--- src/rtl/adc_avg_unit.sv ---
module adc_avg_unit #(
  parameter int DW = 16
) (
  input  logic          clk,
  input  logic          rst_n,
  input  logic          start,
  input  logic          smp_valid,
  input  logic [DW-1:0] smp_data,
  input  logic          avg_en,
  input  logic [1:0]    avg_sel,
  input  logic          cont_en,
  input  logic          dma_en,
  input  logic          rd_strobe,
  output logic [DW-1:0] res_data,
  output logic          done_pulse,
  output logic          done_flag,
  output logic          dma_req,
  output logic          restart
);
  localparam int CW = 5;
  localparam int AW = DW + CW;

  logic          active;
  logic [AW-1:0] acc;
  logic [CW-1:0] cnt;
  logic [2:0]    cfg_q;

  wire [2:0]    cfg      = {avg_en, avg_sel};
  wire          cfg_chg  = cfg != cfg_q;
  wire [2:0]    shamt    = avg_en ? ({1'b0, avg_sel} + 3'd2) : 3'd0;
  wire [CW:0]   n_smp    = {{CW{1'b0}}, 1'b1} << shamt;
  wire [CW:0]   n_m1     = n_smp - {{CW{1'b0}}, 1'b1};
  wire [CW-1:0] last_idx = n_m1[CW-1:0];
  wire          take     = active && smp_valid && !cfg_chg && !start;
  wire          fin      = take && (cnt == last_idx);
  wire [AW-1:0] sum      = acc + {{CW{1'b0}}, smp_data};
  wire [AW-1:0] rounded  = sum + {{(AW-CW-1){1'b0}}, n_smp >> 1};
  wire [AW-1:0] mean     = rounded >> shamt;

  always_ff @(posedge clk or negedge rst_n) begin
    if (!rst_n) begin
      active     <= 1'b0;
      acc        <= '0;
      cnt        <= '0;
      cfg_q      <= '0;
      res_data   <= '0;
      done_pulse <= 1'b0;
      done_flag  <= 1'b0;
      dma_req    <= 1'b0;
      restart    <= 1'b0;
    end else begin
      cfg_q      <= cfg;
      done_pulse <= fin;
      restart    <= take && (!fin || cont_en);
      if (start) begin
        active <= 1'b1;
        acc    <= '0;
        cnt    <= '0;
      end else if (cfg_chg) begin
        acc <= '0;
        cnt <= '0;
      end else if (take) begin
        if (fin) begin
          acc      <= '0;
          cnt      <= '0;
          active   <= cont_en;
          res_data <= mean[DW-1:0];
        end else begin
          acc <= sum;
          cnt <= cnt + 1'b1;
        end
      end
      if (fin) begin
        done_flag <= 1'b1;
        dma_req   <= dma_en;
      end else if (rd_strobe) begin
        done_flag <= 1'b0;
        dma_req   <= 1'b0;
      end
    end
  end
endmodule

--- config.mk ---
export PLATFORM = sky130hd
export DESIGN_NAME = adc_avg_unit
export DESIGN_NICKNAME = d
export VERILOG_FILES = /design/src/rtl/adc_avg_unit.sv
export SDC_FILE = /design/constraint.sdc
export NUM_CORES = 1
export LEC_CHECK = 0
export BUFFER_PORTS_ARGS = -buffer_cell sky130_fd_sc_hd__buf_2
export CAP_MARGIN = 5
export CORE_UTILIZATION = 55
export CTS_BUF_LIST = sky130_fd_sc_hd__clkbuf_8
export CTS_CLUSTER_DIAMETER = 30
export DETAILED_ROUTE_END_ITERATION = 16
export PLACE_DENSITY = 0.79
export SYNTH_ARGS = -nofsm -noshare
export SYNTH_HDL_FRONTEND = slang
export SYNTH_SLANG_ARGS = --single-unit
--- constraint.sdc ---
create_clock -name clk -period 10.2 [get_ports clk]
set_input_delay 2.04 -clock clk [delete_from_list [all_inputs] [get_ports clk]]
set_output_delay 2.04 -clock clk [all_outputs]
set_load 0.005 [all_outputs]
==> impl_metrics.py <==
metrics = {
    "detailed_routing": {
        "routed-via-count": 4020,
        "drt-total-wl_um": 10700,
        "dr.pass1.iters": 5,
        "wl_per_cell_um": 16.9,
        "via_per_inst": 6.33,
        "drcViolationCount": 0,
        "first_iter_violations": 318,
        "postRouteAntennaNets": 0,
    },
    "worst_setup_path": {
        "worstReg2RegEnd": "res_data[15]$_DFFE_PN0P_",
        "crit_chain": "buf_2, inv_1, nor3_1, inv_1, fa_1, nor2b_1, o21ai_0, a21boi_0, o2111a_1, and4_1, nand2_1, o2bb2ai_1, a221o_1, o221a_1, o21a_1",
        "timing.rr.start": "acc[1]$_DFFE_PN0P_",
        "crit_end": "res_data[12]$_DFFE_PN0P_",
        "crit_family": "compound AO/OA/AOI/OAI gates",
        "worst-path-max-fanout": 18,
        "critPathLaunchType": "input port",
        "cp-end-kind": "register",
        "rr_worst_depth": 11,
        "cp.arrival_ns": 6.00,
        "worst_path_max_delay_cell": "nor3_1",
        "crit_required_ns": 10.42,
        "slowest_delay_ns": 0.59,
        "cp.depth": 15,
        "worstSetupStartpoint": "avg_en",
        "crit_type": "in2reg",
        "rrSetupSlack_ns": 6.10,
        "critPathMostFrequentCell": "inv_1",
        "path_buf_inv": 3,
    },
    "outcome": {
        "status": "completed",
    },
    "logic_synthesis": {
        "ys_warn_count": 0,
        "synth_ff_type": "dfrtp_1",
        "synthCells": 506,
        "synth-edff-count": 0,
        "yosysMostFrequentCell": "nand2_1",
        "synth_commonest_cells": "nand2_1 (56), dfrtp_1 (50), nor2_1 (44), a21oi_1 (33), o21ai_0 (32)",
        "synth_area_mm2": 0.00424,
        "synth_area_leader_cell": "dfrtp_1",
        "synth-seq-cells": 50,
        "synthArstFlopShare_pct": 100,
        "yosys-top-cells-area": "dfrtp_1 (30%), ha_1 (6.5%), xnor2_1 (5.6%), nand2_1 (5.0%), a21oi_1 (3.9%)",
        "syn_avg_cell_area_um2": 8.37,
        "synth_cell_types": 78,
        "synth_seq_area_share_pct": 29.5,
        "synth_top_area_share_pct": 29.5,
    },
    "clock_network": {
        "cts-hold-fix-buffers": 0,
        "clock_sinks": 50,
        "post_cts_buffers": 0,
        "cts_buffers": 5,
        "clk_latency_ns": 0.32,
        "cts_tree": "done",
        "cts_htree_levels": 2,
        "clock_path_buffers": 2,
        "root_buffer": "clkbuf_8",
        "path_clk_slew_ns": 0.10,
        "cts_resized": 0,
    },
    "placed_design": {
        "dpl.hpwl_um": 7870,
        "place_congestion": 0.917,
        "io_buffers": 45,
        "dp_cells": 627,
    },
    "die": {
        "rows": 31,
        "die_h_um": 89.8,
        "fp.dieW_um": 89.8,
        "pin_count": 46,
        "core_mm2": 0.00733,
        "initial_core_util_pct": 57.8,
        "dieArea_mm2": 0.00806,
    },
    "timing": {
        "rsz0062_at_grt": "no",
        "hold-worst-slack_ns": 0.480,
        "final-setup-viol-count": 0,
        "clock_skew_ns": 0.00969,
        "min_period_ns": 5.79,
        "hold_viol_final": 0,
        "report.final.slew_viol_count": 0,
        "fin_crit_sh_pct": 56.7,
        "max_slew_margin_pct": 26.8,
        "worstMarginPinSlew_ns": 1.10,
        "fin_setup_tns_ns": 0,
        "max_freq_mhz": 173,
    },
    "power": {
        "leakage_uw": 0.00212,
        "p_per_area_mw_per_mm2": 109,
        "peakVddDrop_mv": 0.0612,
        "power_uw": 501,
    },
    "final_layout": {
        "area_delta_synth_final_pct": 8.80,
        "final_layout_size_suffix_gt1_share_pct": 13.2,
        "instances_no_fill": 635,
        "antenna_cells": 0,
        "nNetsFinal": 585,
    },
    "flow_run": {
        "max_cap_viol_count": 0,
    },
    "global_routing": {
        "grt_pass1_vias": 3908,
        "antenna_found_initial": 0,
        "grt_start_max_net_pins": 51,
        "overflow": 0,
        "grt_usage_pct": 27.7,
        "grt_pass1_wl_um": 18500,
    },
    "min_path": {
        "hp-class": "reg2reg",
    },
}
-- cells in the final DEF (no fill, tap or decap), types with 13 or more instances in the layout --
master,n
inv_1,15
buf_2,45
dfrtp_1,50
xnor2_1,27
nor2_1,44
nand2_1,56
ha_1,22
o21ai_0,32
a21oi_1,33
nor3_1,13
-- report_power, final --
part / internal, uW / total [uW] / switching [uW]
Combinational: 53.6 / 133 / 79.0
Sequential: 212 / 220 / 8.48
Clock: 74.5 / 148 / 74.0
-- sequential cells by signal, summed over array words and instances, names as in the netlist --
signal	cells
res_data	16
active	1
acc	21
restart	1
dma_req	1
done_pulse	1
done_flag	1
cfg_q	3
cnt	5
-- cells by family after synthesis --
| group | synth area share, % |
|---|---|
| AND/OR/NAND/NOR | 19.9 |
| AO/OA/AOI/OAI | 27.2 |
| flip-flops | 29.5 |
| buffers and inverters | 3.87 |
| XOR/XNOR | 8.21 |
| adder cells (fa/ha/maj) | 7.44 |
| multiplexers | 3.78 |
| other | 0.0885 |
-- routing by layer --
layer | wire length, um | GRT usage, %
met1 | 4640 | 35.0
met2 | 5220 | 47.4
met3 | 602 | 4.48
met4 | 272 | 10.8
met5 | 0 | 0
-- final cells by class --
| class | instances | area (um2) |
|---|---|---|
| Multi-Input combinational cell | 416 | 2830 |
| Fill cell | 652 | 2720 |
| Sequential cell | 50 | 1250 |
| Timing Repair Buffer | 46 | 233 |
| Tap cell | 99 | 124 |
| Clock buffer | 5 | 68.8 |
| Inverter | 16 | 60.1 |
| Clock inverter | 3 | 47.5 |
-- worst min-delay path by stage --
stage                         endpoint  slack (ns)  cells past startpoint                    start
2_1_floorplan      acc[10]$_DFFE_PN0P_        0.45                      2      acc[10]$_DFFE_PN0P_
3_3_place_gp   res_data[5]$_DFFE_PN0P_        0.46                      1  res_data[5]$_DFFE_PN0P_
3_5_place_dp   res_data[5]$_DFFE_PN0P_        0.46                      1  res_data[5]$_DFFE_PN0P_
4_1_cts        res_data[5]$_DFFE_PN0P_        0.49                      1  res_data[5]$_DFFE_PN0P_
5_1_grt        res_data[5]$_DFFE_PN0P_        0.49                      1  res_data[5]$_DFFE_PN0P_
6_report       res_data[5]$_DFFE_PN0P_        0.48                      1  res_data[5]$_DFFE_PN0P_
-- per-stage QoR --
stage	instance area, um2	utilization, %	worst slack (ns)
floorplan	4240	-	4.93
global placement	4490	61.3	4.34
detailed placement	4490	61.3	4.16
CTS	4610	62.9	4.47
global route	4610	62.9	4.15
finish	4610	62.9	4.41
Note: power is estimated with default switching activity, not from simulation.
